$ cat config.mk
export PLATFORM = sky130hd
export DESIGN_NAME = irq_elig_bank
export DESIGN_NICKNAME = d
export VERILOG_FILES = /design/src/rtl/irq_elig_pkg.sv /design/src/rtl/irq_edge_detect.sv /design/src/rtl/irq_state_bank.sv /design/src/rtl/irq_group_gate.sv /design/src/rtl/irq_elig_bank.sv
export SDC_FILE = /design/constraint.sdc
export NUM_CORES = 1
export LEC_CHECK = 0
export ABC_AREA = 1
export BUFFER_PORTS_ARGS = -buffer_cell sky130_fd_sc_hd__buf_2
export CAP_MARGIN = 20
export CORE_ASPECT_RATIO = 0.5
export CORE_MARGIN = 5
export CORE_UTILIZATION = 50
export CTS_CLUSTER_DIAMETER = 60
export DETAILED_ROUTE_END_ITERATION = 10
export PLACE_DENSITY = 0.67
export SKIP_LAST_GASP = 1
export SLEW_MARGIN = 20
export SYNTH_ARGS = -nofsm -noshare
export SYNTH_HDL_FRONTEND = slang
export SYNTH_SLANG_ARGS = --single-unit
$ cat constraint.sdc
create_clock -name clk -period 2.07 [get_ports clk]
set_clock_uncertainty 0.15 [all_clocks]
set_input_delay 0.207 -clock clk [delete_from_list [all_inputs] [get_ports clk]]
set_output_delay 0.207 -clock clk [all_outputs]
set_load 0.02 [all_outputs]
$ cat src/rtl/irq_elig_pkg.sv
package irq_elig_pkg;
  localparam int CTL_W = 4;

  typedef enum logic [2:0] {
    SEL_ENABLE = 3'd0,
    SEL_ACTIVE = 3'd1,
    SEL_TRIG   = 3'd2,
    SEL_GROUP  = 3'd3,
    SEL_GMOD   = 3'd4,
    SEL_PSET   = 3'd5,
    SEL_PCLR   = 3'd6,
    SEL_CTRL   = 3'd7
  } wsel_e;

  typedef struct packed {
    logic sec_dis;
    logic g1s_en;
    logic g1ns_en;
    logic g0_en;
  } ctl_t;
endpackage

$ cat src/rtl/irq_edge_detect.sv
module irq_edge_detect #(
  parameter int NUM_IRQ = 32
) (
  input  logic               clk,
  input  logic               rst,
  input  logic [NUM_IRQ-1:0] irq_i,
  output logic [NUM_IRQ-1:0] lvl_o,
  output logic [NUM_IRQ-1:0] rise_o
);
  logic [NUM_IRQ-1:0] s1_q;
  logic [NUM_IRQ-1:0] s2_q;

  always_ff @(posedge clk) begin
    if (rst) begin
      s1_q <= '0;
      s2_q <= '0;
    end else begin
      s1_q <= irq_i;
      s2_q <= s1_q;
    end
  end

  assign lvl_o  = s1_q;
  assign rise_o = s1_q & ~s2_q;

  // an edge indication lasts a single cycle per line
  p_rise_single_r3: assert property (@(posedge clk) disable iff (rst)
    (|rise_o) |=> ((rise_o & $past(rise_o)) == '0));
endmodule

$ cat src/rtl/irq_state_bank.sv
module irq_state_bank
  import irq_elig_pkg::*;
#(
  parameter int NUM_IRQ = 32
) (
  input  logic               clk,
  input  logic               rst,
  input  logic               wr_en_i,
  input  logic [2:0]         wr_sel_i,
  input  logic [NUM_IRQ-1:0] wr_data_i,
  input  logic [NUM_IRQ-1:0] rise_i,
  output logic [NUM_IRQ-1:0] en_q,
  output logic [NUM_IRQ-1:0] act_q,
  output logic [NUM_IRQ-1:0] trig_q,
  output logic [NUM_IRQ-1:0] grp_q,
  output logic [NUM_IRQ-1:0] mod_q,
  output logic [NUM_IRQ-1:0] pend_q,
  output ctl_t               ctl_q
);
  wsel_e sel;
  logic [NUM_IRQ-1:0] set_v;
  logic [NUM_IRQ-1:0] clr_v;

  assign sel   = wsel_e'(wr_sel_i);
  assign set_v = (rise_i & trig_q) |
                 ((wr_en_i && sel == SEL_PSET) ? wr_data_i : '0);
  assign clr_v = (wr_en_i && sel == SEL_PCLR) ? wr_data_i : '0;

  always_ff @(posedge clk) begin
    if (rst) begin
      en_q   <= '0;
      act_q  <= '0;
      trig_q <= '0;
      grp_q  <= '0;
      mod_q  <= '0;
      ctl_q  <= '0;
    end else if (wr_en_i) begin
      case (sel)
        SEL_ENABLE: en_q   <= wr_data_i;
        SEL_ACTIVE: act_q  <= wr_data_i;
        SEL_TRIG:   trig_q <= wr_data_i;
        SEL_GROUP:  grp_q  <= wr_data_i;
        SEL_GMOD:   mod_q  <= wr_data_i;
        SEL_CTRL:   ctl_q  <= ctl_t'(wr_data_i[CTL_W-1:0]);
        default: ;
      endcase
    end
  end

  // one latch per line; a set wins over a clear in the same cycle
  for (genvar i = 0; i < NUM_IRQ; i++) begin : g_pend
    always_ff @(posedge clk) begin
      if (rst)           pend_q[i] <= 1'b0;
      else if (set_v[i]) pend_q[i] <= 1'b1;
      else if (clr_v[i]) pend_q[i] <= 1'b0;
    end
  end

  // an edge on an edge-configured line leaves its latch set
  p_edge_latch_r3: assert property (@(posedge clk) disable iff (rst)
    (|(rise_i & trig_q)) |=>
      ((pend_q & $past(rise_i & trig_q)) == $past(rise_i & trig_q)));

  // bits written with the clear code are low on the next cycle
  p_clear_r4: assert property (@(posedge clk) disable iff (rst)
    (wr_en_i && sel == SEL_PCLR) |=>
      ((pend_q & $past(wr_data_i & ~(rise_i & trig_q))) == '0));
endmodule

$ cat src/rtl/irq_group_gate.sv
module irq_group_gate
  import irq_elig_pkg::*;
#(
  parameter int NUM_IRQ = 32
) (
  input  logic               clk,
  input  logic               rst,
  input  logic [NUM_IRQ-1:0] lvl_i,
  input  logic [NUM_IRQ-1:0] en_i,
  input  logic [NUM_IRQ-1:0] act_i,
  input  logic [NUM_IRQ-1:0] trig_i,
  input  logic [NUM_IRQ-1:0] grp_i,
  input  logic [NUM_IRQ-1:0] mod_i,
  input  logic [NUM_IRQ-1:0] pend_i,
  input  ctl_t               ctl_i,
  output logic [NUM_IRQ-1:0] elig_q,
  output logic               chg_q
);
  logic [NUM_IRQ-1:0] raw;
  logic [NUM_IRQ-1:0] mod_eff;
  logic [NUM_IRQ-1:0] gmask;
  logic [NUM_IRQ-1:0] elig_d;

  always_comb begin
    raw     = (pend_i | (lvl_i & ~trig_i)) & en_i & ~act_i;
    mod_eff = ctl_i.sec_dis ? '0 : mod_i;
    gmask   = '0;
    if (ctl_i.g1ns_en) gmask = gmask | grp_i;
    if (ctl_i.g1s_en)  gmask = gmask | (~grp_i & mod_eff);
    if (ctl_i.g0_en)   gmask = gmask | (~grp_i & ~mod_eff);
    elig_d  = raw & gmask;
  end

  always_ff @(posedge clk) begin
    if (rst) begin
      elig_q <= '0;
      chg_q  <= 1'b0;
    end else begin
      elig_q <= elig_d;
      chg_q  <= (elig_d != elig_q);
    end
  end

  // nothing active in the previous cycle is presented
  p_active_out_r6: assert property (@(posedge clk) disable iff (rst)
    1'b1 |=> ((elig_q & $past(act_i)) == '0));

  // nothing disabled in the previous cycle is presented
  p_enable_out_r5: assert property (@(posedge clk) disable iff (rst)
    1'b1 |=> ((elig_q & ~$past(en_i)) == '0));

  // group-0 lines stay out while the group-0 enable is off
  p_g0_gate_r9: assert property (@(posedge clk) disable iff (rst)
    (!ctl_i.g0_en) |=> ((elig_q & ~$past(grp_i) & ~$past(mod_i)) == '0));

  // the strobe marks exactly the cycles the vector moves
  p_chg_strobe_r11: assert property (@(posedge clk) disable iff (rst)
    1'b1 |=> (chg_q == (elig_q != $past(elig_q))));
endmodule

$ cat src/rtl/irq_elig_bank.sv
module irq_elig_bank
  import irq_elig_pkg::*;
#(
  parameter int NUM_IRQ = 32
) (
  input  logic               clk,
  input  logic               rst,
  input  logic               wr_en,
  input  logic [2:0]         wr_sel,
  input  logic [NUM_IRQ-1:0] wr_data,
  input  logic [NUM_IRQ-1:0] irq_in,
  output logic [NUM_IRQ-1:0] elig_vec,
  output logic               elig_chg
);
  logic [NUM_IRQ-1:0] lvl, rise;
  logic [NUM_IRQ-1:0] en_q, act_q, trig_q, grp_q, mod_q, pend_q;
  ctl_t               ctl_q;

  irq_edge_detect #(.NUM_IRQ(NUM_IRQ)) u_edge (
    .clk(clk), .rst(rst), .irq_i(irq_in), .lvl_o(lvl), .rise_o(rise)
  );

  irq_state_bank #(.NUM_IRQ(NUM_IRQ)) u_state (
    .clk(clk), .rst(rst), .wr_en_i(wr_en), .wr_sel_i(wr_sel),
    .wr_data_i(wr_data), .rise_i(rise), .en_q(en_q), .act_q(act_q),
    .trig_q(trig_q), .grp_q(grp_q), .mod_q(mod_q), .pend_q(pend_q),
    .ctl_q(ctl_q)
  );

  irq_group_gate #(.NUM_IRQ(NUM_IRQ)) u_gate (
    .clk(clk), .rst(rst), .lvl_i(lvl), .en_i(en_q), .act_i(act_q),
    .trig_i(trig_q), .grp_i(grp_q), .mod_i(mod_q), .pend_i(pend_q),
    .ctl_i(ctl_q), .elig_q(elig_vec), .chg_q(elig_chg)
  );

  // quiet outputs on the cycle after reset
  p_reset_quiet_r1: assert property (@(posedge clk)
    $past(rst) |-> (elig_vec == '0 && !elig_chg));
endmodule

Word-level counts from Yosys, hierarchy flattened
Index checks and enable logic that the tools add are counted.
{"block": "op_classes", "reduce_logical": 41, "eq_ne": 8, "bitwise": 17, "muxes": 70}
{"op": "$and A32 B32 Y32", "n": 8}
{"op": "$mux W32", "n": 6}
{"op": "$not A32 Y32", "n": 5}
{"op": "$or A32 B32 Y32", "n": 4}
{"op": "$mux W1", "n": 64}
{"op": "$reduce_bool A2 Y1", "n": 32}
{"op": "$ne A32 B32 Y1", "n": 1}
{"op": "$eq A3 B3 Y1 const B", "n": 4}
{"op": "$reduce_and A2 Y1", "n": 6}
{"op": "$eq A3 B2 Y1 const B", "n": 2}
{"op": "$eq A3 B1 Y1 const B", "n": 1}
{"op": "$logic_not A3 Y1", "n": 1}
{"op": "$logic_and A1 B1 Y1", "n": 2}
{"block": "word_totals", "input_bits": 70, "ff_bits": 293}

Logic depth before layout (Yosys ltp)
{"block": "logic_depth", "depth_word": 8, "ltp_mapped": 14}

Modules after synthesis
From an unflattened synthesis, not the netlist that was laid out.
{"block": "hier_totals", "cells_unflattened": 1805, "hier_area_um2": 12456.9}
{"mod": "irq_state_bank", "area_per_inst_um2": 7317.0, "n_inst": 1, "seq_area_each_um2": 3923.8, "cells_per_inst": 1000}
{"mod": "irq_group_gate", "area_per_inst_um2": 3179.3, "n_inst": 1, "seq_area_each_um2": 660.6, "cells_per_inst": 574}
{"mod": "irq_edge_detect", "area_per_inst_um2": 1960.6, "n_inst": 1, "seq_area_each_um2": 1281.2, "cells_per_inst": 231}

Least setup slack after synthesis
Ideal clock, no wire load.
{"block": "synth_path", "path_type": "reg-to-reg", "startpoint": "reg, netlist name u_state.ctl_q[2]", "endpoint": "reg u_gate.chg_q", "required_ns": 1.792, "setup_slack_ns": 0.514, "arrival_ns": 1.278, "path_stages_with_launch": 14, "path_buffers": 2, "path_cell_list": "dfxtp_1 > buf_4 > buf_2 > nand3_1 > nand3b_1 > nand2_1 > nand2_1 > nand2_1 > nor2_1 > nand2_1 > nor2_1 > nand2_1 > nor2_1 > nor2_1"}
{"block": "synth_between", "elab_chain_cells": 5}
{"element": "$mux W32 *", "line": "irq_group_gate.sv:29", "source": "if (ctl_i.g1s_en) gmask = gmask | (~grp_i & mod_eff);"}
{"element": "$or A32 B32 Y32", "line": "irq_group_gate.sv:30", "source": "if (ctl_i.g0_en) gmask = gmask | (~grp_i & ~mod_eff);"}
{"element": "$mux W32 *", "line": "irq_group_gate.sv:30"}
{"element": "$and A32 B32 Y32 *", "line": "irq_group_gate.sv:31", "source": "elig_d = raw & gmask;"}
{"element": "$ne A32 B32 Y1 *", "line": "irq_group_gate.sv:40", "source": "chg_q <= (elig_d != elig_q);"}
{"element": "end signal: assignment", "line": "irq_group_gate.sv:40"}
{"element": "end: declaration", "line": "irq_group_gate.sv:17", "source": "output logic chg_q"}
Every way passes the cells marked *; elsewhere a longest branch is shown, timed or not.
A chain may end at the register's enable or synchronous reset.

Worst setup path after layout
{"block": "layout_path", "startpoint": "reg, netlist name u_state.ctl_q[1]", "endpoint": "reg u_gate.chg_q"}
{"block": "layout_between", "elab_chain_cells": 7}
{"element": "$mux W32 *", "line": "irq_group_gate.sv:28", "source": "if (ctl_i.g1ns_en) gmask = gmask | grp_i;"}
{"element": "$or A32 B32 Y32", "line": "irq_group_gate.sv:29"}
{"element": "$mux W32 *", "line": "irq_group_gate.sv:29"}
{"element": "$or A32 B32 Y32", "line": "irq_group_gate.sv:30"}
{"element": "$mux W32 *", "line": "irq_group_gate.sv:30"}
{"element": "$and A32 B32 Y32 *", "line": "irq_group_gate.sv:31"}
{"element": "$ne A32 B32 Y1 *", "line": "irq_group_gate.sv:40"}
Marks and branches as above.

==> impl_results.md <==
- Pins Over Slew Limit: 0
- Number of stages on the worst setup path: 14
- Clock share of power: 45.0%
- Final hold violation count: 0
- Crit path buf inv count: 2
- Setup bufs post-CTS: 0
- Worst-Skew Late Latency: approximately 0.53 ns
- Max Root-Sink Buffers: 3
- Crit Path Class: reg -> reg
- Via density: 5.14
- WL/cell: 14.5 um
- Reg2reg start: u_state.ctl_q[1]$_SDFFE_PP0P_
- Post-Synth Simple-Gate Area: 24.2%
- Hold_sp: rst
- Post-synth ARST share: 0%
- Post-Synth Adder-Cell Area: 0%
- Slew headroom: 57.0%
- Sequential power share: 47.7%
- Clk sink count: 293
- Status: finished clean
- Crit path time final: 1.96 ns
- Crit-path most repeated cell: nand2_1
- Layout fillers: 1989
- #FFs+latches synth: a little under 300
- Post-synth EDFFs: 0
- Final HPWL DP: 18.2 mm
- Critical Path RT: 2.34 ns
- Total GRT Usage: approximately 21%
- Mux cell area share after synthesis: 0%
- P_sw: 2.73 mW
- Switching share of power: 21.9%
- Worst r2r dst: u_gate.chg_q$_SDFF_PP0_
- Largest family of logic cells by synthesized area: simple AND/OR/NAND/NOR gates
- Vias in the first global route: 9825
- Post-Syn Nets: approximately 1600
- Full die area: 27100 um^2
- Starting Density: between 50% and 60%
- Vias: 10200
- Fmax: about 510 MHz
- Period utilisation layout: roughly 95%
- Worst Tran Pin Value: 0.645 ns
- Number of distinct library cells after synthesis: 19
- # diodes: 0
- Root Buffer: clkbuf_16
- Max_cap viols: 0
- CTS tree: built
- Pre-antenna DRT Iters: 5
- Detail Route Antenna Nets: 0
- WL final: 28.8 mm
- Endpoint type of the worst setup path: flop
- Avg Cell Area, Syn: 7.73 um^2
- I/O pin cnt: between 100 and 150
- Yosys top cell by area: dfxtp_1
- Total congestion overflow: 0
- Pint: 9.70 mW
- R2R setup slack: around 0.11 ns
- H-tree depth: 1
- Cells taking the most area after synthesis: dfxtp_1 (49%), a211oi_1 (10%), nor2_1 (10%)
- IO Port Bufs: 102
- Synth Flop Type: dfxtp_1
- DRT iter0 DRCs: 581
- Mapped Cells: 1536
- Total power: roughly 12 mW
- Ys Warns: 0
- Clock transition at path regs: 0.06 ns
- Initial antenna violation count: 0
- Final Wtd Congestion: 0.768
- Pwr dens: 860 nW/um^2
- Compound-Gate Fraction of Synth Area: between 10% and 20%
- Layout Nets: 1739
- Slowest stage cell, crit path: dfxtp_2
- Most common cell in the netlist: nor2_1
- Placed cell area: 12800 um^2
- P&R area growth vs syn: 21.7%
- Synth top area share: between 40% and 50%
- WP data arrival: 2.24 ns
- Leakage: between 5 and 6 nW
- Post-synth top cells: nor2_1 (328), dfxtp_1 (293), nand2_1 (220)
- CP cell instances: inv_4 -> buf_12 -> nand2_1 -> nand3b_1 -> nor2_2 -> nand2_1 -> nand2_1 -> nand2_1 -> nor2_2 -> nand2_2 -> nor2_4 -> nand2_1 -> nor2_1 -> nor2_1
- Share of the yosys chip area belonging to registers: 49.4%
- Design Area, Final: around 14000 um^2
- Peak VDD IR: 534 uV
- Global-route wire length before repair: 48.0 mm
- WHS Endpoint: u_edge.lvl_o[12]$_SDFF_PP0_
- Rows: 39
- Crit-path max FO: 17
- CP delay by family, top: simple AND/OR/NAND/NOR gates
- Setup violations, final: 0
- FF-to-FF path depth: 14
- Core Region: 23100 um^2
- Crit-path max cell delay: 0.35 ns
- Layout cell share with drive strength beyond 1: 11.6%
- TritonCTS Buffers: 26
- Hold Crit Class: in -> reg
- Logic pwr share: ~7.3%
- Hold Path Stages: 2
- DRC: 0
- Largest net degree at the start of global routing: 84
- CP startpoint kind: flop
- Synth Cell Area: 11900 um^2
- Die height: 119 um
- Synth Area in XOR/XNOR: 0%
- Chip width: 228 um
## sequential cells by signal, indices dropped and copies added (netlist names)
| name | count |
|---|---|
| u_edge.s2_q | 32 |
| u_state.ctl_q | 4 |
| u_state.trig_q | 32 |
| u_state.mod_q | 32 |
| u_edge.lvl_o | 32 |
| u_state.en_q | 32 |
| u_state.act_q | 32 |
| u_state.pend_q | 32 |
| u_gate.chg_q | 1 |
| u_gate.elig_q | 32 |
| u_state.grp_q | 32 |
## power groups by stage
stage	sequential [mW]	combinational, mW	clock, mW
after floorplan	6.03	0.550	0
after global placement	6.04	0.781	0
after detailed placement	6.05	0.808	0
after CTS	5.92	0.906	5.71
after global routing	5.94	1.02	5.95
final	5.93	0.909	5.59
## per-layer routing
| layer | global-route usage [%] | routed length [um] | vias to the layer above | share of wire (%) |
|---|---|---|---|---|
| li1 | - | - | 5307 | - |
| met1 | 27.9 | 13500 | 4708 | 47 |
| met2 | 36.3 | 13700 | 200 | 47 |
| met3 | 3.66 | 1330 | 23 | 4.6 |
| met4 | 3.25 | 309 | 0 | 1.1 |
| met5 | 0 | 0 | - | 0 |
## metrics by stage
step / setup slack (ns) / hold slack [ns] / setup TNS, ns / utilization (%) / cells
finish: 0.108 / 0.102 / 0 / 62.6 / 1991
global route: -0.00881 / 0.110 / -0.00881 / 62.6 / 1991
CTS: 0.00702 / 0.0791 / 0 / 62.4 / 1991
detailed placement: -0.0980 / 0.264 / -0.0980 / 55.3 / 1884
global placement: -0.0752 / 0.256 / -0.0752 / 55.3 / 1884
floorplan: 0.514 / 0.164 / 0 / - / 1536
## cells in the final DEF, fill, tap and decap left out
cell type and instances:
a211oi_1 164, a21oi_1 64, buf_12 17, buf_2 101, buf_4 8, bufinv_16 8
clkbuf_1 1, clkbuf_16 27, clkbuf_8 5, clkinv_2 2, clkinvlp_4 1, dfxtp_1 291
dfxtp_2 2, dlygate4sd3_1 64, inv_1 191, inv_2 1, inv_4 2, nand2_1 218
nand2_2 2, nand3_1 47, nand3b_1 69, nor2_1 315, nor2_2 14, nor2_4 6
o21ai_0 32, o32ai_1 32
## final cells by class
type / instances / area, um^2 / area share [%]
clock buffer: 32 / 734 / 5.08
clock inverter: 11 / 258 / 1.78
inverter: 194 / 733 / 5.07
multi-input combinational: 963 / 4910 / 34.0
sequential: 293 / 5870 / 40.6
tap: 307 / 384 / 2.66
timing repair buffer: 191 / 1560 / 10.8
## what timing repair did
action / in CTS / in global routing
hold buffers: 64 / 0
pin swaps: 0 / 4
endpoints found under the setup margin: 1 / 1
resized for setup: 2 / 17
hold endpoints to repair: 221 / 0
gates cloned: 0 / 0
## logic make-up (layout without fill, tap and decap cells)
group	Yosys count	count (layout)
DFF	293	293
and+or+nand+nor	671	671
AOI/OAI and AO/OA	292	292
buffers and inverters	280	428
## how the worst max path moves through the flow
stage                                  start                 endpoint  slack, ns
2_1_floorplan  u_state.ctl_q[2]$_SDFFE_PP0P_  u_gate.chg_q$_SDFF_PP0_       0.51
3_3_place_gp   u_state.ctl_q[1]$_SDFFE_PP0P_  u_gate.chg_q$_SDFF_PP0_      -0.08
3_5_place_dp   u_state.ctl_q[1]$_SDFFE_PP0P_  u_gate.chg_q$_SDFF_PP0_       -0.1
4_1_cts        u_state.ctl_q[1]$_SDFFE_PP0P_  u_gate.chg_q$_SDFF_PP0_      0.007
5_1_grt        u_state.ctl_q[1]$_SDFFE_PP0P_  u_gate.chg_q$_SDFF_PP0_     -0.009
6_report       u_state.ctl_q[1]$_SDFFE_PP0P_  u_gate.chg_q$_SDFF_PP0_       0.11
(Power assumes the default switching activity.)
